<file path="src/rtl/acc_alu_pkg.sv">
// Package: shared operation, select and clear encodings for the accumulator ALU.
// Assumes: codes are fixed by the controller that drives the block.
package acc_alu_pkg;

    typedef enum logic [3:0] {
        OP_ADD   = 4'b0000,
        OP_SUB   = 4'b0001,
        OP_PASSA = 4'b0010,
        OP_PASSB = 4'b0011,
        OP_AND   = 4'b0100,
        OP_OR    = 4'b0101,
        OP_XOR   = 4'b0110,
        OP_LSR   = 4'b0111,
        OP_LSL   = 4'b1000,
        OP_NEG   = 4'b1001,
        OP_ASR   = 4'b1010,
        OP_ASL   = 4'b1011,
        OP_NOT   = 4'b1100,
        OP_ZERO  = 4'b1101,
        OP_RCR   = 4'b1110,
        OP_RCL   = 4'b1111
    } alu_op_e;

    typedef enum logic [1:0] {
        SEL_MEM  = 2'b00,
        SEL_IMM  = 2'b01,
        SEL_REG  = 2'b10,
        SEL_ONE  = 2'b11
    } opnd_sel_e;

    localparam logic [2:0] CLR_Z  = 3'b001;
    localparam logic [2:0] CLR_OV = 3'b010;
    localparam logic [2:0] CLR_C  = 3'b100;

endpackage

</file>
<file path="src/rtl/operand_mux.sv">
// Module: operand_mux
// Picks the second ALU operand from memory, immediate, register data or constant one.
// Assumes: select code encodings from acc_alu_pkg; purely combinational.
module operand_mux
    import acc_alu_pkg::*;
#(
    parameter int W = 8
) (
    input  logic [W-1:0] mem_data,
    input  logic [W-1:0] imm_data,
    input  logic [W-1:0] reg_data,
    input  opnd_sel_e    sel,
    output logic [W-1:0] opnd_b
);

    localparam logic [W-1:0] ONE = {{(W-1){1'b0}}, 1'b1};

    // Purpose: four-way operand selection.
    always_comb begin
        unique case (sel)
            SEL_MEM: opnd_b = mem_data;
            SEL_IMM: opnd_b = imm_data;
            SEL_REG: opnd_b = reg_data;
            default: opnd_b = ONE;
        endcase
    end

endmodule

</file>
<file path="src/rtl/ripple_adder.sv">
// Module: ripple_adder
// W-bit adder built as a chain of full adders, with carry out and signed overflow.
// Assumes: W >= 2; delay grows linearly with W.
module ripple_adder #(
    parameter int W = 8
) (
    input  logic [W-1:0] x,
    input  logic [W-1:0] y,
    input  logic         cin,
    output logic [W-1:0] sum,
    output logic         cout,
    output logic         ovf
);

    for (genvar i = 0; i < W; i++) begin : g_fa
        logic ci;
        logic co;
        if (i == 0) begin : g_first
            assign ci = cin;
        end else begin : g_next
            assign ci = g_fa[i-1].co;
        end
        // full adder cell
        assign sum[i] = x[i] ^ y[i] ^ ci;
        assign co     = (x[i] & y[i]) | (ci & (x[i] ^ y[i]));
    end

    assign cout = g_fa[W-1].co;
    assign ovf  = g_fa[W-1].co ^ g_fa[W-1].ci;

endmodule

</file>
<file path="src/rtl/alu_core.sv">
// Module: alu_core
// Combinational 16-function datapath on A and B; add, subtract and negate share one adder.
// Assumes: W >= 3 so the arithmetic shift left has a bit field to move; cin is the stored carry flag.
module alu_core
    import acc_alu_pkg::*;
#(
    parameter int W = 8
) (
    input  logic [W-1:0] a,
    input  logic [W-1:0] b,
    input  alu_op_e      op,
    input  logic         cin,
    output logic [W-1:0] result,
    output logic         add_cout,
    output logic         add_ovf
);

    logic [W-1:0] add_x;
    logic [W-1:0] add_y;
    logic         add_cin;
    logic [W-1:0] add_sum;

    // Purpose: steer adder inputs for A+B, A+~B+1 and 0+~A+1.
    always_comb begin
        add_x   = a;
        add_y   = b;
        add_cin = 1'b0;
        if (op == OP_SUB) begin
            add_y   = ~b;
            add_cin = 1'b1;
        end else if (op == OP_NEG) begin
            add_x   = '0;
            add_y   = ~a;
            add_cin = 1'b1;
        end
    end

    ripple_adder #(.W(W)) u_adder (
        .x    (add_x),
        .y    (add_y),
        .cin  (add_cin),
        .sum  (add_sum),
        .cout (add_cout),
        .ovf  (add_ovf)
    );

    // Purpose: select the function result.
    always_comb begin
        unique case (op)
            OP_ADD, OP_SUB, OP_NEG: result = add_sum;
            OP_PASSA: result = a;
            OP_PASSB: result = b;
            OP_AND:   result = a & b;
            OP_OR:    result = a | b;
            OP_XOR:   result = a ^ b;
            OP_LSR:   result = {1'b0, a[W-1:1]};
            OP_LSL:   result = {a[W-2:0], 1'b0};
            OP_ASR:   result = {a[W-1], a[W-1:1]};
            OP_ASL:   result = {a[W-1], a[W-3:0], 1'b0};
            OP_NOT:   result = ~a;
            OP_ZERO:  result = '0;
            OP_RCR:   result = {cin, a[W-1:1]};
            default:  result = {a[W-2:0], cin};
        endcase
    end

endmodule

</file>
<file path="src/rtl/flag_unit.sv">
// Module: flag_unit
// Registered Z, OV, C and EQ flags with update enable and one-hot clear.
// Assumes: clear codes other than the three one-hot values are no-ops; clear beats update.
module flag_unit
    import acc_alu_pkg::*;
#(
    parameter int W = 8
) (
    input  logic         clk,
    input  logic         rst_n,
    input  logic         en,
    input  logic [2:0]   clr,
    input  alu_op_e      op,
    input  logic [W-1:0] a,
    input  logic [W-1:0] imm,
    input  logic [W-1:0] result,
    input  logic         add_cout,
    input  logic         add_ovf,
    output logic         z_q,
    output logic         ov_q,
    output logic         c_q,
    output logic         eq_q
);

    logic z_d, ov_d, c_d, eq_d;

    // Purpose: next-state of each flag from operation class, then apply clear.
    always_comb begin
        z_d  = z_q;
        ov_d = ov_q;
        c_d  = c_q;
        eq_d = eq_q;
        if (en) begin
            z_d  = (result == '0);
            eq_d = (a == imm);
            case (op)
                OP_ADD: begin c_d = add_cout;  ov_d = add_ovf; end
                OP_SUB: begin c_d = ~add_cout; ov_d = add_ovf; end
                OP_NEG: ov_d = add_ovf;
                OP_RCR: c_d = a[0];
                OP_RCL: c_d = a[W-1];
                default: ;
            endcase
        end
        case (clr)
            CLR_Z:   z_d  = 1'b0;
            CLR_OV:  ov_d = 1'b0;
            CLR_C:   c_d  = 1'b0;
            default: ;
        endcase
    end

    // Purpose: flag registers with synchronous active-low reset.
    always_ff @(posedge clk) begin
        if (!rst_n) begin
            z_q  <= 1'b0;
            ov_q <= 1'b0;
            c_q  <= 1'b0;
            eq_q <= 1'b0;
        end else begin
            z_q  <= z_d;
            ov_q <= ov_d;
            c_q  <= c_d;
            eq_q <= eq_d;
        end
    end


    zero_clear_chk: assert property (@(posedge clk) disable iff (!rst_n)
        clr == CLR_Z |=> !z_q);

    ovf_clear_chk: assert property (@(posedge clk) disable iff (!rst_n)
        clr == CLR_OV |=> !ov_q);

    carry_clear_chk: assert property (@(posedge clk) disable iff (!rst_n)
        clr == CLR_C |=> !c_q);

    flag_hold_chk: assert property (@(posedge clk) disable iff (!rst_n)
        (!en && clr != CLR_Z && clr != CLR_OV && clr != CLR_C)
        |=> $stable({z_q, ov_q, c_q, eq_q}));

    rcr_carry_chk: assert property (@(posedge clk) disable iff (!rst_n)
        (en && op == OP_RCR && clr != CLR_C) |=> c_q == $past(a[0]));

    rcl_carry_chk: assert property (@(posedge clk) disable iff (!rst_n)
        (en && op == OP_RCL && clr != CLR_C) |=> c_q == $past(a[W-1]));

endmodule

</file>
<file path="src/rtl/acc_alu.sv">
// Module: acc_alu (top)
// Accumulator ALU: operand select, 16-function datapath and registered status flags.
// Assumes: W >= 3; the accumulator register and write-back live outside this block.
module acc_alu
    import acc_alu_pkg::*;
#(
    parameter int W = 8
) (
    input  logic         clk,
    input  logic         rst_n,
    input  logic [W-1:0] acc_i,
    input  logic [W-1:0] mem_data_i,
    input  logic [W-1:0] imm_data_i,
    input  logic [W-1:0] reg_data_i,
    input  logic [1:0]   opnd_sel_i,
    input  logic [3:0]   op_i,
    input  logic [2:0]   flag_clr_i,
    input  logic         flag_en_i,
    output logic [W-1:0] result_o,
    output logic         zero_o,
    output logic         ovf_o,
    output logic         carry_o,
    output logic         equal_o
);

    logic [W-1:0] opnd_b;
    logic         add_cout;
    logic         add_ovf;
    alu_op_e      op;

    assign op = alu_op_e'(op_i);

    operand_mux #(.W(W)) u_mux (
        .mem_data (mem_data_i),
        .imm_data (imm_data_i),
        .reg_data (reg_data_i),
        .sel      (opnd_sel_e'(opnd_sel_i)),
        .opnd_b   (opnd_b)
    );

    alu_core #(.W(W)) u_core (
        .a        (acc_i),
        .b        (opnd_b),
        .op       (op),
        .cin      (carry_o),
        .result   (result_o),
        .add_cout (add_cout),
        .add_ovf  (add_ovf)
    );

    flag_unit #(.W(W)) u_flags (
        .clk      (clk),
        .rst_n    (rst_n),
        .en       (flag_en_i),
        .clr      (flag_clr_i),
        .op       (op),
        .a        (acc_i),
        .imm      (imm_data_i),
        .result   (result_o),
        .add_cout (add_cout),
        .add_ovf  (add_ovf),
        .z_q      (zero_o),
        .ov_q     (ovf_o),
        .c_q      (carry_o),
        .eq_q     (equal_o)
    );


    add_sum_chk: assert property (@(posedge clk) disable iff (!rst_n)
        op == OP_ADD |-> result_o == W'(acc_i + opnd_b));

    sub_diff_chk: assert property (@(posedge clk) disable iff (!rst_n)
        op == OP_SUB |-> W'(result_o + opnd_b) == acc_i);

    reset_flags_chk: assert property (@(posedge clk)
        !rst_n |=> {zero_o, ovf_o, carry_o, equal_o} == 4'b0000);

endmodule

</file>
<file path="config.mk">
export PLATFORM = sky130hd
export DESIGN_NAME = acc_alu
export DESIGN_NICKNAME = d
export VERILOG_FILES = /design/src/rtl/acc_alu_pkg.sv /design/src/rtl/operand_mux.sv /design/src/rtl/ripple_adder.sv /design/src/rtl/alu_core.sv /design/src/rtl/flag_unit.sv /design/src/rtl/acc_alu.sv
export SDC_FILE = /design/constraint.sdc
export NUM_CORES = 1
export LEC_CHECK = 0
export ABC_AREA = 0
export BUFFER_PORTS_ARGS = -buffer_cell sky130_fd_sc_hd__buf_4
export CAP_MARGIN = 25
export CORE_UTILIZATION = 40
export DETAILED_ROUTE_END_ITERATION = 16
export PLACE_DENSITY = 0.68
export SLEW_MARGIN = 20
export SYNTH_ARGS = -nofsm -noshare
export SYNTH_HDL_FRONTEND = slang
export SYNTH_SLANG_ARGS = --single-unit
</file>
<file path="constraint.sdc">
create_clock -name clk -period 6.95 [get_ports clk]
set_clock_uncertainty 0.15 [all_clocks]
set_input_delay 0.695 -clock clk [delete_from_list [all_inputs] [get_ports clk]]
set_output_delay 0.695 -clock clk [all_outputs]
set_load 0.01 [all_outputs]
</file>
# After elaboration in Yosys (flattened, before gate mapping)
# Cells that the tools add are included.
# Widths: inputs -> output; s select.
word_totals:
  reg_bits: 4
  latch_bits: 0
  mem_bits_rw: 0
  mem_bits_ro: 0
  wordCells: 92
  memories: 0
op_classes:
  add_sub_neg: 0
  multipliers: 0
  div_mod_pow: 0
  n_lt_le_gt_ge: 0
  eq_ne: 21
  n_shift: 0
  muxes: 9
  bitwise_logic: 48
  n_reduce_logical: 10
op_table:
  columns: ["op", "count"]
  rows:
  - ["$pmux 8 s13", 1]
  - ["$eq 4x4->1 const B", 8]
  - ["$mux 8", 4]
  - ["$pmux 8 s3", 1]
  - ["$xor 1x1->1", 17]
  - ["$and 1x1->1", 16]
  - ["$eq 4x3->1 const B", 4]
  - ["$not 8->8", 2]
  - ["$and 8x8->8", 1]
  - ["$eq 4x2->1 const B", 2]
  - ["$eq 8x8->1", 1]
  - ["$logic_not 8->1", 1]
  - ["$or 1x1->1", 8]
  - ["$or 8x8->8", 1]
  - ["$xor 8x8->8", 1]
  - ["$reduce_or 2->1", 3]
  - ["$eq 4x1->1 const B", 1]
  - ["$logic_not 4->1", 1]
  - ["$pmux 1 s4", 1]
  - ["$reduce_and 2->1", 2]
  - ["$reduce_bool 4->1", 1]
  - ["$eq 3x1->1 const B", 1]
  - ["$eq 3x2->1 const B", 1]
  - ["$eq 3x3->1 const B", 1]
  - ["other kinds (6)", 8]

# Depth between registers and ports, before layout
logic_depth:
  depth_word: 23
  depth_mapped: 21
  ltp_nobuf: 19

# Cells and area by module
# From an unflattened synthesis, not the netlist that was laid out.
hier_totals:
  cells_unflattened: 291
  area_unflattened_um2: 2149.6
by_module_without_submodules:
  columns: ["module", "n_inst", "cells_per_inst", "area_per_inst_um2", "seq_area_each_um2"]
  rows:
  - ["alu_core", 1, 205, 1368.8, 0.0]
  - ["flag_unit", 1, 46, 352.8, 80.1]
  - ["operand_mux", 1, 21, 221.5, 0.0]
  - ["ripple_adder", 1, 19, 206.4, 0.0]

# Worst setup path before layout
# No wires, ideal clock.
synth_timing:
  path_type: "input port to output port"
  startpoint: "input port op_i[1]"
  endpoint: "output port result_o[7]"
  arrival_ns: 5.848
  t_required_ns: 6.105
  setup_slack_ns: 0.257
  stages: 20
  path_buffers: 5
  cell_sequence: "buf_2 clkbuf_1 buf_2 buf_2 nor2_1 clkbuf_1 o21ai_0 fa_1 fa_1 fa_1 fa_1 fa_1 inv_1 fa_1 fa_1 fa_1 a221oi_1 a21oi_1 a41oi_1 or2_2"
synth_via:
  elab_chain_cells: 20
  elab_cells_between_ends: 53
  classes_between: "eq/ne: 14; mux: 7; bitwise: 30; reduce/logical: 2"
synth_rtl:
  columns: ["element", "line_no", "text"]
  rows:
  - ["from (decl)", "acc_alu.sv:16", "input logic [3:0] op_i,"]
  - ["$eq 4x4->1", "alu_core.sv:31, alu_core.sv:49", null]
  - ["$mux 8", "alu_core.sv:31", "end else if (op == OP_NEG) begin"]
  - ["$mux 8", "alu_core.sv:28", "if (op == OP_SUB) begin"]
  - ["$xor 1x1->1", "ripple_adder.sv:25", "assign co = (x[i] & y[i]) | (ci & (x[i] ^ y[i]));"]
  - ["$and 1x1->1", "ripple_adder.sv:25", null]
  - ["$or 1x1->1", "ripple_adder.sv:25", null]
  - ["$and 1x1->1", "ripple_adder.sv:25", null]
  - ["$or 1x1->1", "ripple_adder.sv:25", null]
  - ["[... 4 more ...]", null, null]
  - ["$and 1x1->1", "ripple_adder.sv:25", null]
  - ["$or 1x1->1", "ripple_adder.sv:25", null]
  - ["$and 1x1->1", "ripple_adder.sv:25", null]
  - ["$or 1x1->1", "ripple_adder.sv:25", null]
  - ["$and 1x1->1", "ripple_adder.sv:25", null]
  - ["$or 1x1->1", "ripple_adder.sv:25", null]
  - ["$xor 1x1->1", "ripple_adder.sv:24", "assign sum[i] = x[i] ^ y[i] ^ ci;"]
  - ["$pmux 8 s13 (*)", "alu_core.sv:49", "unique case (op)"]
  - ["to (decl)", "acc_alu.sv:19", "output logic [W-1:0] result_o,"]
# Mark *: on every way between the ends. The rest lies on a longest branch, timed or not.

# Final worst setup path
layout_timing:
  startpoint: "input port opnd_sel_i[1]"
  endpoint: "output port result_o[7]"
layout_via:
  elab_chain_cells: 21
  elab_cells_between_ends: 41
  classes_between: "eq/ne: 2; mux: 4; bitwise: 34; reduce/logical: 1"
layout_rtl:
  columns: ["element", "line_no", "text"]
  rows:
  - ["from (decl)", "acc_alu.sv:15", "input logic [1:0] opnd_sel_i,"]
  - ["$eq 2x2->1 (tied with other cells)", "operand_mux.sv:20", "unique case (sel)"]
  - ["$pmux 8 s3 (*)", "operand_mux.sv:20", null]
  - ["$mux 8 / $not 8->8 (equally long branches)", "alu_core.sv:31, alu_core.sv:29", null]
  - ["$mux 8", "alu_core.sv:28", null]
  - ["$xor 1x1->1", "ripple_adder.sv:25", null]
  - ["$and 1x1->1", "ripple_adder.sv:25", null]
  - ["$or 1x1->1", "ripple_adder.sv:25", null]
  - ["$and 1x1->1", "ripple_adder.sv:25", null]
  - ["[... 5 more ...]", null, null]
  - ["$and 1x1->1", "ripple_adder.sv:25", null]
  - ["$or 1x1->1", "ripple_adder.sv:25", null]
  - ["$and 1x1->1", "ripple_adder.sv:25", null]
  - ["$or 1x1->1", "ripple_adder.sv:25", null]
  - ["$and 1x1->1", "ripple_adder.sv:25", null]
  - ["$or 1x1->1", "ripple_adder.sv:25", null]
  - ["$xor 1x1->1", "ripple_adder.sv:24", null]
  - ["$pmux 8 s13 (*)", "alu_core.sv:49", null]
# Marks and branches as above.

==> flow_metrics.tcl <==
set metrics [dict create \
    swShare_pct 44.2 \
    ys_ff_latch 4 \
    syn-cell-area_mm2 0.00209 \
    finalHoldViolations 0 \
    wl_met2_mm 3.21 \
    dp.cells 406 \
    numPortBuffers 55 \
    first_global_vias 2259 \
    ys_seq_area_share_pct 3.84 \
    grt_pass1_wl_mm 10.7 \
    first_pass_iters 4 \
    hpwl_mm 5.37 \
    p_sw_w 0.000114 \
    cts_tree "built" \
    drive_above_1_share_pct 21.3 \
    crit_required_ns 6.11 \
    dpl-instance-area_mm2 0.00252 \
    routed_wl_mm 6.84 \
    yosysTopAreaCellShare_pct 9.00 \
    drt.antenna.violating_nets 0 \
    syn_inst 303 \
    holdCritPathClass "reg -> reg" \
    synth.area.top_cells "ha_1, fa_1, mux2i_1" \
    synth_edf_count 0 \
    syn_avg_cell_area_um2 6.88 \
    internal_power_w 0.000143 \
    io_pins 56 \
    fin_area_mm2 0.00258 \
    fin_crit_sh_pct 95.0 \
    rr_worst_depth 6 \
    m1WireLength_mm 2.89 \
    hold_end "u_flags.eq_q" \
    top_layer "met4" \
    finalSetupTns_ns 0 \
    timing.rr.end "u_flags.z_q" \
    seq_area_um2 80.1 \
    slew_viol_final 0 \
    arrival_ns 5.76 \
    clock_sinks 4 \
    power.share.clock_pct 18.9 \
    setup_viol 0 \
    vias 2414 \
    worst_pin_slew_ns 0.528 \
    ys_warn_count 0 \
    grtUsageTotal_pct 25.4 \
    numCtsBuffers 3 \
    dr_wl_met3_um 632 \
    overflow 0 \
    critPathMaxFanout 10 \
    min_path_cells 2 \
    fin_cells 409 \
    ys_async_sr_fraction_pct 0 \
    cp-end-kind "output pin" \
    rows 25 \
    dieArea_mm2 0.00551 \
    gp_congestion 0.953 \
    start_util_pct 42.7 \
    combPwrFrac_pct 71.6 \
    layout.nets 411 \
    core-area_mm2 0.00488 \
    synth_most_common_cell "nand2_1" \
    fmax_ghz 0.151 \
    r2r_start "u_flags.c_q" \
    relSlewSlack_pct 64.8 \
    cts_max_path_buffers 2 \
    ctsHtreeMaxLevel 1 \
    drt_iter0_drc 234 \
    syn_to_final_growth_pct 23.5 \
    r2r_slack_ns 4.94 \
    fin_crit_ns 6.60 \
    diodes 0 \
    powerDensity_mw_per_mm2 99.8 \
    nFillCells 482 \
    rsz0062_at_grt "no" \
    grt_max_degree 49 \
    vdd.ir_drop.worst_uv 50.5 \
    cts_setup_buffers 0 \
    clock-root-buffer "clkbuf_8" \
    synth_largest_area_cell "ha_1" \
    syn_nets 370 \
    min-delay-start "u_flags.eq_q" \
    synth_cell_types 58 \
    clkLatencyLatePin_ns 0.21 \
    ys.flop_type "dfxtp_1" \
    postCtsHoldBufs 0 \
    yosys-top-cells-count "nand2_1, a21oi_1, inv_1" \
    multi_input_area_mm2 0.00183 \
    p_seq_share_pct 9.5 \
    outcome "finished, final reports clean" \
    die_w_um 74.2 \
    total_power_w 0.000257 \
    antenna_found_initial 0 \
    die_h_um 74.2 \
    timing_worst_setup_path_type "in -> out" \
    max_cap_violations 0 \
    viasPerCell 5.90 \
    drcViolationCount 0 \
    power_leakage_nw 1.16 \
    start_kind "input pin" \
    clkTransAtPathRegs_ns 0.03 \
    routedWlPerCell_um 16.7 \
]
==> power groups by stage <==
stage	registers [W]	logic (W)	clock network, W
2_1_floorplan	0.0000247	0.000114	0
3_3_place_gp	0.0000248	0.000180	0
3_5_place_dp	0.0000247	0.000180	0
4_1_cts	0.0000245	0.000181	0.0000498
5_1_grt	0.0000245	0.000204	0.0000530
6_report	0.0000245	0.000184	0.0000485
==> through the flow <==
stage / hold WS, ns / setup WS (ns) / util, %
2_1_floorplan: 0.350 / 0.257 / -
3_3_place_gp: 0.317 / 0.397 / 51.6
3_5_place_dp: 0.323 / 0.262 / 51.6
4_1_cts: 0.327 / 0.243 / 52.4
5_1_grt: 0.349 / 0.0711 / 52.8
6_report: 0.322 / 0.346 / 52.8
==> cells in the final DEF (no fill, tap or decap), types with 5 or more instances in the layout <==
cell,n
nand2_1,30
nand3_1,9
a21oi_1,22
nor2b_1,8
buf_4,59
fa_1,8
mux2i_1,13
xor2_1,8
a31oi_1,6
nor3_1,5
o211ai_1,8
ha_1,15
nor3b_1,6
nor2_1,18
o21ai_0,19
nand2b_1,7
inv_1,21
==> state kept, by name (all words and copies together), names as in the netlist <==
register and flops:
u_flags.c_q 1, u_flags.eq_q 1, u_flags.ov_q 1, u_flags.z_q 1
==> layout make-up <==
class	instances	area share [%]
Sequential cell	4	3.11
Multi-Input combinational cell	253	71.2
Tap cell	67	3.25
Timing Repair Buffer	60	17.6
Clock buffer	3	1.60
Inverter	22	3.21
==> cells by family after synthesis <==
logic type	count (synthesis)	synth area share, %
compound gates	90	28.5
mux	16	7.86
buf+inv	46	8.88
flops	4	3.84
simple gates	114	30.1
fa+ha+maj	23	16.7
xor+xnor	10	4.20
==> critical path, cell delays in order <==
cell and delay [ns]:
buf_4 0.17, mux2_2 0.36, o2bb2ai_2 0.21, o21ai_0 0.14, fa_1 0.44, fa_1 0.46, fa_1 0.46, fa_1 0.46
fa_1 0.43, inv_1 0.09, fa_1 0.22, fa_1 0.25, fa_1 0.40, a221oi_1 0.36, a21oi_1 0.16, a41oi_2 0.19
or2_2 0.14, buf_4 0.11
==> layer usage <==
metal  global-route usage (%)  vias to the layer above
met3                     5.28                       10
met4                     7.76                        0
met2                     43.1                      111
met5                        0                        -
met1                     32.2                     1111
li1                         -                     1182
==> how the worst max path moves through the flow <==
| stage | start | endpoint | slack, ns | cells past startpoint |
|---|---|---|---|---|
| 2_1_floorplan | op_i[1] | result_o[7] | 0.26 | 20 |
| 3_3_place_gp | opnd_sel_i[1] | result_o[7] | 0.40 | 18 |
| 5_1_grt | opnd_sel_i[1] | result_o[7] | 0.07 | 18 |
| 3_5_place_dp | opnd_sel_i[1] | result_o[7] | 0.26 | 18 |
| 6_report | opnd_sel_i[1] | result_o[7] | 0.35 | 18 |
| 4_1_cts | opnd_sel_i[1] | result_o[7] | 0.24 | 18 |
==> what timing repair did <==
item	in CTS	in global routing
gates resized for setup	0	3
endpoints found under the setup margin	0	1
hold endpoints to repair	0	0
Note: power is estimated with default switching activity, not from simulation.
